==> src/rtl/jrb_pkg.sv <==
package jrb_pkg;

    typedef enum logic [3:0] {
        S_IDLE, S_RTI, S_SEL, S_CAP, S_IR, S_CMD, S_RB, S_RST, S_DONE
    } seq_state_t;

    // Which shift follows the next select/capture walk
    typedef enum logic [2:0] {
        LEG_LOAD_WR, LEG_PKT, LEG_LOAD_RD, LEG_READ, LEG_PARK
    } seq_leg_t;

    localparam int          IR_LEN      = 10;
    localparam logic [9:0]  INSN_CFG_WR = 10'b1111000101;
    localparam logic [9:0]  INSN_CFG_RD = 10'b1111000100;
    localparam int          PKT_WORDS   = 11;
    localparam int          PKT_BITS    = PKT_WORDS * 32;
    localparam int          PARK_ONES   = 5;

    function automatic logic [31:0] pkt_word(input logic [3:0] idx);
        unique case (idx)
            4'd0:    return 32'hFFFF_FFFF;
            4'd1:    return 32'hAA99_5566;
            4'd2:    return 32'h2000_0000;
            4'd3:    return 32'h3000_8001;
            4'd4:    return 32'h0000_0004;
            4'd5:    return 32'h3000_2001;
            4'd6:    return 32'h0000_0000;
            4'd7:    return 32'h2800_6000;
            4'd8:    return 32'h4802_4090;
            4'd9:    return 32'h2000_0000;
            4'd10:   return 32'h2000_0000;
            default: return 32'h0000_0000;
        endcase
    endfunction

endpackage

==> src/rtl/jrb_cmd_src.sv <==
module jrb_cmd_src
    import jrb_pkg::*;
(
    input  logic [8:0] bit_idx,
    output logic       bit_o
);
    logic [31:0] word;

    always_comb begin
        word  = pkt_word(bit_idx[8:5]);
        // MSB first within each word
        bit_o = word[~bit_idx[4:0]];
    end
endmodule

==> src/rtl/jrb_deser.sv <==
module jrb_deser #(
    parameter int WORD_W = 32
) (
    input  logic              clk,
    input  logic              rst_n,
    input  logic              bit_en,
    input  logic              bit_val,
    input  logic              bit_last,
    output logic [WORD_W-1:0] word_o,
    output logic              valid_o,
    output logic              partial_o
);
    localparam int FW = $clog2(WORD_W);
    localparam logic [FW-1:0] FILL_MAX = FW'(WORD_W - 1);

    logic [FW-1:0]     fill;
    logic [WORD_W-1:0] acc;
    logic [WORD_W-1:0] shifted;

    assign shifted = {acc[WORD_W-2:0], bit_val};

    always_ff @(posedge clk or negedge rst_n) begin
        if (!rst_n) begin
            fill      <= '0;
            acc       <= '0;
            word_o    <= '0;
            valid_o   <= 1'b0;
            partial_o <= 1'b0;
        end else begin
            valid_o   <= 1'b0;
            partial_o <= 1'b0;
            if (bit_en) begin
                if (fill == FILL_MAX || bit_last) begin
                    word_o    <= shifted << (FILL_MAX - fill);
                    valid_o   <= 1'b1;
                    partial_o <= (fill != FILL_MAX);
                    fill      <= '0;
                    acc       <= '0;
                end else begin
                    acc  <= shifted;
                    fill <= fill + 1'b1;
                end
            end
        end
    end
endmodule

==> src/rtl/jrb_seq.sv <==
module jrb_seq
    import jrb_pkg::*;
#(
    parameter int RTI_CYCLES = 12,
    parameter int RB_W       = 16
) (
    input  logic            clk,
    input  logic            rst_n,
    input  logic            start,
    input  logic [RB_W-1:0] rb_bits,
    output logic            busy,
    output logic            done,
    output logic            tms,
    output logic            tdi,
    input  logic            tdo,
    output logic [31:0]     rb_word,
    output logic            rb_valid,
    output logic            rb_partial
);
    localparam int CW_PKT = $clog2(PKT_BITS) + 1;
    localparam int CW_RTI = $clog2(RTI_CYCLES) + 1;
    localparam int CW_AB  = (RB_W > CW_PKT) ? RB_W : CW_PKT;
    localparam int CNT_W  = (CW_AB > CW_RTI) ? CW_AB : CW_RTI;

    seq_state_t      state, state_n;
    seq_leg_t        leg, leg_n;
    logic [CNT_W-1:0] cnt, cnt_n, seg_len;
    logic [RB_W-1:0] rb_len;
    logic            seg_last;
    logic            cmd_bit;
    logic            bit_en, bit_last;
    logic [9:0]      insn;

    jrb_cmd_src u_cmd (
        .bit_idx (cnt[8:0]),
        .bit_o   (cmd_bit)
    );

    jrb_deser #(.WORD_W(32)) u_deser (
        .clk       (clk),
        .rst_n     (rst_n),
        .bit_en    (bit_en),
        .bit_val   (tdo),
        .bit_last  (bit_last),
        .word_o    (rb_word),
        .valid_o   (rb_valid),
        .partial_o (rb_partial)
    );

    // Length of the segment the current state presents
    always_comb begin
        unique case (state)
            S_RTI:   seg_len = CNT_W'(RTI_CYCLES);
            S_SEL:   seg_len = (leg == LEG_LOAD_RD || leg == LEG_PARK) ?
                               CNT_W'(3) : CNT_W'(2);
            S_CAP:   seg_len = CNT_W'(2);
            S_IR:    seg_len = CNT_W'(IR_LEN);
            S_CMD:   seg_len = CNT_W'(PKT_BITS);
            S_RB:    seg_len = CNT_W'(rb_len);
            S_RST:   seg_len = CNT_W'(PARK_ONES);
            default: seg_len = CNT_W'(1);
        endcase
        seg_last = (cnt == seg_len - 1'b1);
        insn     = (leg == LEG_LOAD_WR) ? INSN_CFG_WR : INSN_CFG_RD;
    end

    // Next state
    always_comb begin
        state_n = state;
        leg_n   = leg;
        cnt_n   = seg_last ? '0 : cnt + 1'b1;
        unique case (state)
            S_IDLE: begin
                cnt_n = '0;
                if (start) begin
                    state_n = S_RTI;
                    leg_n   = LEG_LOAD_WR;
                end
            end
            S_RTI: if (seg_last) state_n = S_SEL;
            S_SEL: if (seg_last) state_n = S_CAP;
            S_CAP: if (seg_last) begin
                unique case (leg)
                    LEG_LOAD_WR, LEG_LOAD_RD: state_n = S_IR;
                    LEG_PKT:                  state_n = S_CMD;
                    LEG_READ:                 state_n = S_RB;
                    default:                  state_n = S_RST;
                endcase
            end
            S_IR: if (seg_last) begin
                state_n = S_SEL;
                leg_n   = (leg == LEG_LOAD_WR) ? LEG_PKT : LEG_READ;
            end
            S_CMD: if (seg_last) begin
                state_n = S_SEL;
                leg_n   = LEG_LOAD_RD;
            end
            S_RB: if (seg_last) begin
                state_n = S_SEL;
                leg_n   = LEG_PARK;
            end
            S_RST:  if (seg_last) state_n = S_DONE;
            S_DONE: begin
                state_n = S_IDLE;
                cnt_n   = '0;
            end
            default: state_n = S_IDLE;
        endcase
    end

    // State register
    always_ff @(posedge clk or negedge rst_n) begin
        if (!rst_n) begin
            state  <= S_IDLE;
            leg    <= LEG_LOAD_WR;
            cnt    <= '0;
            rb_len <= RB_W'(1);
        end else begin
            state <= state_n;
            leg   <= leg_n;
            cnt   <= cnt_n;
            if (state == S_IDLE && start)
                rb_len <= (rb_bits == '0) ? RB_W'(1) : rb_bits;
        end
    end

    // Outputs decoded from registered state
    always_comb begin
        tms      = 1'b1;
        tdi      = 1'b0;
        busy     = 1'b1;
        done     = 1'b0;
        bit_en   = 1'b0;
        bit_last = 1'b0;
        unique case (state)
            S_IDLE: busy = 1'b0;
            S_RTI:  tms  = 1'b0;
            S_SEL:  tms  = 1'b1;
            S_CAP:  tms  = 1'b0;
            S_IR: begin
                tms = seg_last;
                tdi = insn[cnt[3:0]];
            end
            S_CMD: begin
                tms = seg_last;
                tdi = cmd_bit;
            end
            S_RB: begin
                tms      = seg_last;
                bit_en   = 1'b1;
                bit_last = seg_last;
            end
            S_RST:  tms = 1'b1;
            S_DONE: begin
                busy = 1'b0;
                done = 1'b1;
            end
            default: busy = 1'b0;
        endcase
    end
endmodule

==> config.mk <==
export PLATFORM = sky130hd
export DESIGN_NAME = jrb_seq
export DESIGN_NICKNAME = d
export VERILOG_FILES = /design/src/rtl/jrb_pkg.sv /design/src/rtl/jrb_cmd_src.sv /design/src/rtl/jrb_deser.sv /design/src/rtl/jrb_seq.sv
export SDC_FILE = /design/constraint.sdc
export NUM_CORES = 1
export LEC_CHECK = 0
export ABC_CLOCK_PERIOD_IN_PS = 4400
export BUFFER_PORTS_ARGS = -buffer_cell sky130_fd_sc_hd__buf_4
export CORE_ASPECT_RATIO = 1.75
export CORE_MARGIN = 2
export CORE_UTILIZATION = 50
export DETAILED_ROUTE_END_ITERATION = 8
export PLACE_DENSITY = 0.74
export REMOVE_ABC_BUFFERS = 1
export SLEW_MARGIN = 20
export SYNTH_ARGS = -nofsm -noshare
export SYNTH_HDL_FRONTEND = slang
export SYNTH_HIERARCHICAL = 1
export SYNTH_SLANG_ARGS = --single-unit
==> constraint.sdc <==
create_clock -name clk -period 4.4 [get_ports clk]
set_clock_uncertainty 0.2 [all_clocks]
set_input_delay 0.22 -clock clk [delete_from_list [all_inputs] [get_ports clk]]
set_output_delay 0.22 -clock clk [all_outputs]
set_load 0.005 [all_outputs]
Word level (Yosys, flattened, before mapping)
Memory sizes are Yosys's and may differ from the RTL's. Cells that the tools add are included.

Flip-flop bits (word level): 109. Bits in read-only memories: 512. Output and inout port bits: 38. Memories kept: 1.

Memory list: (name not given) (words 16, bits a word 32, rd ports 1, clocked after Yosys merged registers in 0, write ports 0, line jrb_pkg.sv:20) `unique case (idx)`.

Add/subtract/negate cells: 4. Magnitude comparators: 2. Equality and inequality tests: 23. Shift operators: 1. Muxes and demuxes: 35. Bitwise gates (word level): 1. Reduce and logical (&&, ||, !) cells: 16.

Operators by type and width (number): $pmux 16 s7 (1); $mux 16 (3); $shl 32x5->32 (1); $mux 31 (1); $mux 4 (5); $pmux 4 s5 (1); $add 16x1->16 const B (1); $eq 16x16->1 (1); $eq 4x3->1 const B (4); $logic_not 16->1 (1); $sub 16x1->16 const B (1); $ne 2x2->1 const B (7); $mux 1 (12); $mux 3 (4); $pmux 3 s4 (1); $reduce_and 5->1 (2); $eq 4x2->1 const B (2); $reduce_or 7->1 (1); $eq 3x2->1 const B (2); $lt 5x6->1 const B (1); $pmux 2 s3 (1); $reduce_or 2->1 (3); $add 5x1->5 const B (1); $bmux 1 s5 (1); 22 further kinds (24).

Depth between registers and ports, before layout
Depth after elaboration: 10. Mapped depth: 20.

By module
Netlist, hierarchy kept.

Modules (own cells, without submodules): jrb_deser (instances 1, cells an instance 426, area each 4100.2 um2, seq. area each 1751.7 um2); jrb_seq (instances 1, cells an instance 339, area each 2969.1 um2, seq. area each 977.2 um2); jrb_cmd_src (instances 1, cells an instance 62, area each 416.6 um2, seq. area each 0.0 um2).

Worst setup path before layout
No wires, ideal clock.

Kind: register to register. From: reg state[2]. To: reg u_deser.word_o[29]. Library setup time: 66 ps. Data arrival time: 3933 ps. Slack: 200 ps. Stages on the path, launching flop included: 20. Path buffers: 2. Cells stage by stage: dfrtp_1 -> buf_2 -> or2_2 -> nor4_4 -> nor2_1 -> ha_1 -> o211ai_1 -> a211oi_1 -> nor2_1 -> nor4b_1 -> or4_4 -> nor3_1 -> nor3b_1 -> o21ai_2 -> inv_2 -> nand2_1 -> buf_2 -> nor2_1 -> a22o_1 -> a221o_1.

Cells in the longest elaborated chain, start to end: 7. Elaborated cells between the ends (all ways): 14. Classes of those cells: add/sub (1); eq/ne (8); mux (3); reduce/logical (2).

RTL lines: start: declaration (line jrb_seq.sv:25) `seq_state_t state, state_n;`; start signal: assignment (line jrb_seq.sv:119) `state <= state_n;`; $eq 4x3->1 (tied with other cells) (line jrb_seq.sv:52) `unique case (state)`; $pmux 16 s7 (line jrb_seq.sv:52); $sub 16x1->16 (line jrb_seq.sv:63) `seg_last = (cnt == seg_len - 1'b1);`; $eq 16x16->1 (line jrb_seq.sv:63); $mux 1 * (line jrb_seq.sv:135) `unique case (state)`; net bit_last (line jrb_seq.sv:31) `logic bit_en, bit_last;`; $logic_or 1x1->1 * (line jrb_deser.sv:33) `if (fill == FILL_MAX || bit_last) begin`; $reduce_and 2->1 (no line) *; end signal: assignment (line jrb_deser.sv:34) `word_o <= shifted << (FILL_MAX - fill);`; end: declaration (line jrb_deser.sv:9) `output logic [WORD_W-1:0] word_o,`.

The timed path passes the listed nets; every way through them passes the cells marked *. A chain may end at the register's enable or synchronous reset.

Final worst setup path
From: reg state[0]. To: reg u_deser.acc[30].

Cells in the longest elaborated chain, start to end: 7. Elaborated cells between the ends (all ways): 14. Classes of those cells: add/sub (1); eq/ne (8); mux (4); reduce/logical (1).

RTL lines: $eq 4x3->1 (tied with other cells) (line jrb_seq.sv:52); $pmux 16 s7 (line jrb_seq.sv:52); $sub 16x1->16 (line jrb_seq.sv:63); $eq 16x16->1 (line jrb_seq.sv:63); $mux 1 * (line jrb_seq.sv:135); net bit_last (line jrb_seq.sv:31); $logic_or 1x1->1 * (line jrb_deser.sv:33); $mux 31 * (line jrb_deser.sv:33); end signal: assignment (line jrb_deser.sv:40) `acc <= shifted;`; end: declaration (line jrb_deser.sv:17) `logic [WORD_W-1:0] acc;`.

Marks and branches as above.

==> run_summary.xml <==
<?xml version="1.0" encoding="UTF-8"?>
<metrics>
  <group name="run_status">
    <metric name="outcome" unit="">complete, no violations</metric>
  </group>
  <group name="cells_and_area">
    <metric name="antenna_cells_inserted" unit="">0</metric>
    <metric name="final_net_count" unit="">916</metric>
    <metric name="final_instance_count_without_filler_cells" unit="">1077</metric>
    <metric name="multi_input_area" unit="sq um">4263</metric>
    <metric name="areaGrowthSynthToFinish" unit="%">14.89</metric>
    <metric name="final_layout_size_suffix_gt1_share" unit="%">20.69</metric>
    <metric name="layout.area.seq" unit="sq um">2730</metric>
    <metric name="nFillCells" unit="">1385</metric>
  </group>
  <group name="clock_network">
    <metric name="numClockSinks" unit="">109</metric>
    <metric name="tritoncts" unit="">built</metric>
    <metric name="cts.path.max_buffers" unit="">2</metric>
    <metric name="cts.reportedPaths.clkPinSlew" unit="ns">0.08</metric>
    <metric name="clkLatencyLatePin" unit="ns">0.36</metric>
    <metric name="ctsHtreeMaxLevel" unit="">3</metric>
    <metric name="clock_buffers_created_by_tritoncts" unit="">9</metric>
    <metric name="cts_post_setup_buffers_inserted" unit="">0</metric>
    <metric name="cts-root-buf" unit="">sky130_fd_sc_hd__clkbuf_16</metric>
  </group>
  <group name="routing">
    <metric name="first_drt_pass_iteration_count" unit="">5</metric>
    <metric name="routedWlPerCell" unit="um">19.56</metric>
    <metric name="via_per_inst" unit="">6.335</metric>
    <metric name="routed-via-count" unit="">6823</metric>
    <metric name="total_wirelength" unit="um">21060</metric>
    <metric name="post-route-drc-count" unit="">0</metric>
    <metric name="detailedRoute.firstIterationViolations" unit="">378</metric>
    <metric name="drt.antenna.violating_nets" unit="">0</metric>
  </group>
  <group name="floorplan">
    <metric name="core.rowCount" unit="">59</metric>
    <metric name="die-width" unit="um">96.50</metric>
    <metric name="fp.dieArea" unit="sq um">16010</metric>
    <metric name="core_area" unit="sq um">14760</metric>
    <metric name="num_io_pins" unit="">58</metric>
    <metric name="initial_core_util" unit="%">50.70</metric>
    <metric name="die_height" unit="um">165.9</metric>
  </group>
  <group name="logic_synthesis">
    <metric name="async_reset_ff_share" unit="%">100.0</metric>
    <metric name="syn_inst" unit="">827</metric>
    <metric name="synth_flop_cell" unit="">sky130_fd_sc_hd__dfrtp_1</metric>
    <metric name="synth_top_cell_area_share" unit="%">36.10</metric>
    <metric name="yosysWarnings" unit="">6</metric>
    <metric name="synth_area_per_cell" unit="sq um">9.052</metric>
    <metric name="synthDominantAreaCellType" unit="">sky130_fd_sc_hd__dfrtp_1</metric>
    <metric name="synth-seq-cells" unit="">109</metric>
    <metric name="synth-seq-area-share" unit="%">36.45</metric>
    <metric name="synth.distinct_cells" unit="">86</metric>
    <metric name="number_of_enable_type_register_cells_in_the_synthesized_netlist" unit="">0</metric>
    <metric name="netlist_area_before_placement" unit="sq um">7486</metric>
    <metric name="most_area_consuming_cells_after_synthesis" unit="">sky130_fd_sc_hd__dfrtp_1 36%, sky130_fd_sc_hd__mux2_2 4.7%, sky130_fd_sc_hd__mux2i_1 4.3%</metric>
    <metric name="post-synth-top-count-cell" unit="">sky130_fd_sc_hd__dfrtp_1</metric>
    <metric name="yosys-top-cells-count" unit="">108 x sky130_fd_sc_hd__dfrtp_1, 76 x sky130_fd_sc_hd__nor2_1, 59 x sky130_fd_sc_hd__nand2_1</metric>
  </group>
  <group name="grt">
    <metric name="antenna_found_initial" unit="">0</metric>
    <metric name="grt_start_max_net_pins" unit="">67</metric>
    <metric name="globalRoute.totalOverflow" unit="">0</metric>
    <metric name="grt_first_pass_wirelength" unit="um">33510</metric>
    <metric name="number_of_global_route_vias_before_repair" unit="">6777</metric>
    <metric name="grt.total_usage" unit="%">26.84</metric>
  </group>
  <group name="power_and_ir_drop">
    <metric name="p_int" unit="mW">2.236</metric>
    <metric name="sequential_cell_fraction_of_total_power" unit="%">36.2</metric>
    <metric name="combinationalPowerShare" unit="%">41.5</metric>
    <metric name="clock_power_share" unit="%">22.3</metric>
    <metric name="peakVddDrop" unit="uV">446.3</metric>
    <metric name="netSwitchingFraction" unit="%">40.25</metric>
    <metric name="sw_power" unit="mW">1.506</metric>
    <metric name="power-per-cell-area" unit="nW/um^2">435.0</metric>
    <metric name="leakagePower" unit="nW">3.571</metric>
  </group>
  <group name="timing">
    <metric name="finalHoldWorstSlack" unit="ns">0.009724</metric>
    <metric name="timing.max_slew.rel_slack" unit="%">44.28</metric>
    <metric name="fmaxAchievable" unit="GHz">0.2381</metric>
    <metric name="report.final.setup_viol" unit="">0</metric>
    <metric name="slew_viol_final" unit="">0</metric>
    <metric name="final.min_clock_period" unit="ns">4.200</metric>
    <metric name="slew_of_the_pin_with_the_lowest_slew_margin" unit="ns">0.8358</metric>
    <metric name="final.period_utilization" unit="%">95.45</metric>
    <metric name="report.final.hold_viol_count" unit="">0</metric>
  </group>
  <group name="placed_design">
    <metric name="cell_count_after_placement" unit="">1043</metric>
    <metric name="detailed_place_hpwl" unit="um">15830</metric>
    <metric name="placement.io_buffers" unit="">57</metric>
    <metric name="gpl.final_weighted_congestion" unit="">0.9725</metric>
  </group>
  <group name="setup_path">
    <metric name="crit_path_start_kind" unit="">register</metric>
    <metric name="worst-endpoint-required" unit="ns">4.48</metric>
    <metric name="critical_path.endpoint_type" unit="">register</metric>
    <metric name="critPathMaxFanout" unit="">31</metric>
    <metric name="critical_path_arrival" unit="ns">4.28</metric>
    <metric name="setup.worst_path.class" unit="">register to register</metric>
  </group>
  <group name="run">
    <metric name="drv.max_cap_violation_count" unit="">0</metric>
  </group>
  <group name="worst_hold_path">
    <metric name="min_path_type" unit="">primary input to register</metric>
  </group>
</metrics>
per-layer routing:
layer | vias up | GRT usage (%) | share of wire, %
li1 | 3183 | - | -
met1 | 3255 | 25.89 | 34
met2 | 281 | 50.51 | 55
met4 | 0 | 17.02 | 6.5
met3 | 104 | 3.630 | 4.2
met5 | - | 0 | 0
registers in the layout, summed over array words and instances (netlist names):
| name | count |
|---|---|
| cnt | 16 |
| leg | 3 |
| rb_len | 16 |
| state | 4 |
| u_deser/acc | 31 |
| u_deser/fill | 5 |
| u_deser/partial_o | 1 |
| u_deser/valid_o | 1 |
| u_deser/word_o | 32 |
power groups by stage:
stage          clock (mW)  combinational, mW  sequential, mW
2_1_floorplan           0               1.05            1.35
6_report            0.836               1.55            1.35
4_1_cts             0.855               1.53            1.35
5_1_grt             0.895               1.70            1.37
3_3_place_gp            0               1.50            1.37
3_5_place_dp            0               1.52            1.37
path summary, 6_finish.rpt:
check,startpoint,endpoint,slack [ns],cells after the start
max,state[0],u_deser/acc[30],0.20,17
min,start,leg[0],0.01,3
max reg2reg,state[0],u_deser/acc[30],0.20,17
min reg2reg,u_deser/word_o[3],u_deser/word_o[3],0.28,2
max in group asynchronous,rst_n,rb_len[6],2.90,3
min in group asynchronous,rst_n,u_deser/valid_o,0.03,2
layout make-up:
type / instances / share of cell area (%)
multi-input cells: 604 / 49.56
flip-flops and latches: 109 / 31.74
repair buffers: 110 / 10.13
clock buffers: 10 / 2.779
well taps: 183 / 2.662
inverters: 55 / 2.400
clock inverters: 6 / 0.7274
layout by cell type (no fill, tap or decap), drive strengths merged, types with 6 or more instances in the layout:
master / count
nand3: 28
xnor2: 16
inv: 59
or2: 8
nor2b: 8
mux2i: 32
xor2: 17
nor3b: 7
a21o: 6
a21oi: 27
nor2: 76
or3: 6
dlygate4sd3: 18
a22oi: 13
o22ai: 50
buf: 92
a31oi: 8
clkbuf: 10
nor4: 8
o211ai: 12
mux2: 37
ha: 7
dfrtp: 108
nand2: 60
mux4: 7
o21ai: 38
nor3: 17
o221ai: 7
a211oi: 7
nand3b: 6
nand2b: 10
per-stage QoR:
stage | cell area (sq um) | setup WS (ns) | util, % | total power, mW | TNS [ns]
finish | 8601 | 0.2002 | 58.25 | 3.742 | 0
detailed placement | 8090 | 0.1210 | 54.80 | 2.883 | 0
floorplan | 7169 | -0.5027 | - | 2.406 | -3.401
global placement | 8090 | 0.2733 | 54.80 | 2.864 | 0
CTS | 8572 | 0.1064 | 58.06 | 3.737 | 0
global route | 8601 | -0.05705 | 58.25 | 3.972 | -0.09616
timing repair:
| action | in CTS | in global routing |
|---|---|---|
| gates resized for setup | 0 | 9 |
| endpoints found under the hold margin | 60 | 0 |
| setup endpoints to repair | 0 | 21 |
| hold buffers | 18 | 0 |
critical path: stages, from the launching register on:
cell and delay (ns):
sky130_fd_sc_hd__dfrtp_1 0.47, sky130_fd_sc_hd__buf_4 0.20, sky130_fd_sc_hd__inv_1 0.10, sky130_fd_sc_hd__o21ai_0 0.10
sky130_fd_sc_hd__a211o_1 0.15, sky130_fd_sc_hd__ha_1 0.19, sky130_fd_sc_hd__o211a_1 0.23, sky130_fd_sc_hd__o211ai_1 0.13
sky130_fd_sc_hd__buf_4 0.17, sky130_fd_sc_hd__or4_1 0.48, sky130_fd_sc_hd__nand4_1 0.19, sky130_fd_sc_hd__nor3_1 0.09
sky130_fd_sc_hd__nor3b_2 0.16, sky130_fd_sc_hd__buf_4 0.15, sky130_fd_sc_hd__nor3b_1 0.59, sky130_fd_sc_hd__inv_1 0.10
sky130_fd_sc_hd__buf_4 0.26, sky130_fd_sc_hd__o22ai_1 0.17
kinds of logic after synthesis:
family,after synthesis,synth area share [%]
adder cells (fa/ha/maj),7,1.170
AND/OR/NAND/NOR,257,17.45
flip-flops,109,36.45
buffers and inverters,114,6.986
AO/OA/AOI/OAI,231,21.83
XOR/XNOR,33,3.861
multiplexers,76,12.25
Note: power is estimated with default switching activity, not from simulation.
